**src/rtl/vfc_pkg.sv**
```systemverilog
package vfc_pkg;

    localparam int NUM_FAULTS = 4;
    localparam int NUM_EVENTS = 9;

    // Fault set: bit 0 line early, 1 line late, 2 frame early, 3 frame late
    typedef struct packed {
        logic frame_late;
        logic frame_early;
        logic line_late;
        logic line_early;
    } fault_t;

    // Event vector: packed LSB first is frame_start
    typedef struct packed {
        fault_t faults;
        logic   any_fault;
        logic   last_line;
        logic   last_pixel;
        logic   frame_done;
        logic   frame_start;
    } event_t;

endpackage

```
**src/rtl/vfc_rules.sv**
```systemverilog
module vfc_rules
    import vfc_pkg::*;
#(
    parameter int CNT_W = 13
) (
    input  logic             xfer,
    input  logic             sof,
    input  logic             eol,
    input  logic             framed,
    input  logic             was_framed,
    input  logic [CNT_W-1:0] pix_idx,
    input  logic [CNT_W-1:0] line_idx,
    input  logic [CNT_W-1:0] lines_done,
    input  logic [CNT_W-1:0] width,
    input  logic [CNT_W-1:0] height,
    output fault_t           faults,
    output event_t           events
);

    localparam int EXT_W = CNT_W + 1;

    logic             live;
    logic [EXT_W-1:0] pix_pos;
    logic [EXT_W-1:0] width_x;
    logic [EXT_W-1:0] height_x;
    logic [EXT_W-1:0] line_last_x;
    logic [EXT_W-1:0] pix_last_x;

    assign live        = xfer & framed;
    assign pix_pos     = {1'b0, pix_idx} + 1'b1;
    assign width_x     = {1'b0, width};
    assign height_x    = {1'b0, height};
    assign line_last_x = height_x - 1'b1;
    assign pix_last_x  = width_x - 1'b1;

    always_comb begin
        faults.line_early  = live & eol & (pix_pos < width_x);
        faults.line_late   = live & ~eol & ({1'b0, pix_idx} == width_x);
        faults.frame_early = live & sof & was_framed & ({1'b0, lines_done} < height_x);
        faults.frame_late  = live & ~sof & was_framed & (pix_idx == '0)
                             & ({1'b0, line_idx} == height_x);

        events.faults      = faults;
        events.any_fault   = |faults;
        events.frame_start = live & sof;
        events.last_line   = live & ({1'b0, line_idx} == line_last_x);
        events.last_pixel  = live & ({1'b0, pix_idx} == pix_last_x);
        events.frame_done  = live & eol & ({1'b0, line_idx} == line_last_x);
    end

endmodule

```
**config.mk**
```make
export PLATFORM = sky130hd
export DESIGN_NAME = vfc_rules
export DESIGN_NICKNAME = d
export VERILOG_FILES = /design/src/rtl/vfc_pkg.sv /design/src/rtl/vfc_rules.sv
export SDC_FILE = /design/constraint.sdc
export NUM_CORES = 1
export LEC_CHECK = 0
export BUFFER_PORTS_ARGS = -buffer_cell sky130_fd_sc_hd__buf_2
export CAP_MARGIN = 20
export CELL_PAD_IN_SITES_DETAIL_PLACEMENT = 1
export CELL_PAD_IN_SITES_GLOBAL_PLACEMENT = 1
export CORE_AREA = 2 2 76 78
export DETAILED_ROUTE_END_ITERATION = 12
export DIE_AREA = 0 0 78 80
export GPL_TIMING_DRIVEN = 0
export PLACE_DENSITY = 0.85
export SYNTH_ARGS = -nofsm -noshare
export SYNTH_HDL_FRONTEND = slang
export SYNTH_SLANG_ARGS = --single-unit
```
**constraint.sdc**
```tcl
create_clock -name vclk -period 7.6
set_input_delay 0.76 -clock vclk [all_inputs]
set_output_delay 0.76 -clock vclk [all_outputs]
set_load 0.02 [all_outputs]
```
# Word-level counts from Yosys, hierarchy flattened
# Index checks and enable logic that the tools add are counted.
# op_classes
n_bitwise,17
n_reduce_logical,2
eq_ne,4
addsub,3
magnitude_cmp,2
# op_table
op,n
$eq 13x14->1,2
$sub 13x1->14 const B,2
$eq 13x13->1,2
$and 1x1->1,15
$add 13x1->14 const B,1
$lt 14x13->1,1
$logic_not 13->1,1
$lt 13x13->1,1
$reduce_or 4->1,1
$not 1->1,2
# totals
reg_bits,0
word_cells,28
in_bits,70
output_inout_bits,13

# Longest topological paths before layout
# logic_depth
ltp_word,6
mapped_depth,12
mapped_depth_nobuf,11

# Worst setup path before layout
# Ideal clock, no wire load.
# synth_timing
path_type,in2out
start,in pix_idx[2]
end,out events[4] in the netlist's numbering
slack_ns,3.497
cell_stages,12
t_required_ns,6.840
path_buffers,1
arrival_ns,3.343
cell_sequence,clkbuf_1 > and3_1 > and3_1 > nand2_1 > nor2_1 > xnor2_1 > ha_1 > a21o_1 > nand2_1 > nand4b_1 > a311oi_1 > or4_1
# synth_rtl
element,line_no,source
from (decl),vfc_rules.sv:11,"input logic [CNT_W-1:0] pix_idx,"
to (decl),vfc_rules.sv:17,output event_t events

==> flow_metrics.tcl <==
set metrics [dict create \
    yosys_warnings 0 \
    grt_use_met2 0.392 \
    grt_pass1_wl_mm 10.8 \
    worst_pin_slew_ns 0.741 \
    die-area_um2 6240 \
    gr-total-overflow 0 \
    use_met3 0.00792 \
    core_area_um2 5410 \
    cellInternalPower_w 0.0000515 \
    grt_pass1_vias 2365 \
    slew_headroom 0.502 \
    period_needed_ns 4.22 \
    cts-resized-gates 0 \
    rsz0062_at_grt "no" \
    worst_path_max_delay_cell "or4_1" \
    p_sw_frac 0.573 \
    first_pass_iters 4 \
    viasPerCell 5.51 \
    cellPowerDensity_nw_per_um2 49.4 \
    cp_data_required_time_ns 6.84 \
    layout_common_cells "buf_2 (73), inv_1 (31), ha_1 (29), xor2_1 (24), xnor2_1 (23)" \
    hold_class "in2out" \
    finish.instance_area_um2 2440 \
    power_w 0.000121 \
    p_comb_frac 1.000 \
    grt_max_degree 10 \
    hold_buffers 0 \
    placed_cell_area_um2 2440 \
    num-fill-cells 758 \
    grt_antenna_before_repair 0 \
    tns_ns 0 \
    hold_viol 0 \
    drive_gt1_frac 0.237 \
    io_buffers 73 \
    critical_path_class "in2out" \
    drv_cap 0 \
    synth_area_um2 1980 \
    boundaryPins 83 \
    busiest_layer "met2" \
    finalCritPeriodShare 0.556 \
    syn_avg_cell_area_um2 6.94 \
    leakagePower_nw 1.21 \
    wirelength_mm 6.58 \
    drc 0 \
    nNetsFinal 460 \
    power.share.clock 0 \
    p_sw_w 0.0000691 \
    ys_types 51 \
    post-cts-setup-buffers 0 \
    syn_inst 286 \
    drt_iter0_drc 52 \
    finalSetupViolations 0 \
    dieHeight_um 80 \
    worstPathArrival_ns 3.46 \
    area_growth_pct 23.0 \
    avgRoutedWirePerCell_um 15.3 \
    grt_use_total 0.207 \
    slew_viol_final 0 \
    timing.fmax_ghz 0.237 \
    crit_top_cell "and3_1" \
    postRouteAntennaNets 0 \
    seqPwrFrac 0 \
    mostFrequentLayoutCell "buf_2" \
    start_util 0.367 \
    crit_fanout 8 \
    register_area_um2 0 \
    grt_util_met1 0.266 \
    insertedDiodeCount 0 \
    status "finished clean" \
    start_kind "input port" \
    dr_total_vias 2373 \
    vdd_drop_max_mv 0.0238 \
    n_clock_buffer 0 \
    row_count 27 \
    seq_area_frac_synth 0 \
    finalWeightedCongestion 0.863 \
    dp_hpwl_mm 5.81 \
    die_w_um 78 \
    nFlopsAndLatches 0 \
    max_stage_delay_ns 0.48 \
    synth.net_count 385 \
    end_kind "output pin" \
    path_cells "clkbuf_1, and3_1, and3_1, nand3_1, xnor2_1, ha_1, and4_1, o2111ai_1, a31oi_1, a311oi_1, or4_1, buf_2" \
]
==> final cells by class <==
| cell class | instances | area (um2) | area share |
|---|---|---|---|
| multi-input cells | 240 | 1780 | 0.730 |
| well taps | 72 | 90.1 | 0.0369 |
| repair buffers | 73 | 365 | 0.150 |
| inverters | 31 | 116 | 0.0477 |
| plain buffers | 15 | 86.3 | 0.0354 |
==> layer usage <==
layer  routed length [um]  share of wire  vias up
li1                     -              -     1169
met1                 3050           0.46     1143
met2                 3240           0.49       55
met3                  218          0.033        6
met4                   74          0.011        0
met5                    0              0        -
==> cells in the mapped netlist, types with 6 or more instances <==
library cell | count | share of area
inv_1 | 31 | 0.059
ha_1 | 29 | 0.18
xor2_1 | 24 | 0.11
xnor2_1 | 23 | 0.10
nor2_1 | 20 | 0.038
nand2_1 | 16 | 0.030
nand3_1 | 14 | 0.035
a21oi_1 | 12 | 0.030
nor3_1 | 12 | 0.030
clkbuf_1 | 9 | 0.017
o21ai_0 | 8 | 0.020
and3_1 | 7 | 0.022
nor4_1 | 7 | 0.022
nand4_1 | 6 | 0.019
==> worst paths after layout <==
| path | cells past startpoint | to | from |
|---|---|---|---|
| setup / recovery | 12 | events[4] | pix_idx[2] |
| hold / removal | 4 | events[8] | was_framed |
==> power by group through the flow <==
stage          Combinational, W  Clock (W)  Sequential, W
2_1_floorplan         0.0000724          0              0
3_3_place_gp           0.000115          0              0
3_5_place_dp           0.000120          0              0
4_1_cts                0.000121          0              0
5_1_grt                0.000136          0              0
6_report               0.000121          0              0
==> cells by family after synthesis <==
group,share of synthesized area
compound gates,0.194
xor+xnor,0.207
fa+ha+maj,0.183
buf+inv,0.102
mux,0.0101
simple gates,0.303
==> critical path: cells and delay by family <==
| kind | cells | cell delay [ns] |
|---|---|---|
| simple gates | 5 | 1.28 |
| fa+ha+maj | 1 | 0.31 |
| buf+inv | 2 | 0.51 |
| xor+xnor | 1 | 0.16 |
| compound gates | 3 | 0.44 |
==> per-stage QoR <==
stage          hold WS (ns)   util  cells  worst slack (ns)
2_1_floorplan          1.68      -    286              3.50
3_3_place_gp           1.94  0.451    431              3.43
3_5_place_dp           1.94  0.451    431              3.40
4_1_cts                1.94  0.451    431              3.39
5_1_grt                1.97  0.451    431              3.19
6_report               1.94  0.451    431              3.38
No activity file was read; power rests on OpenSTA's default activity.
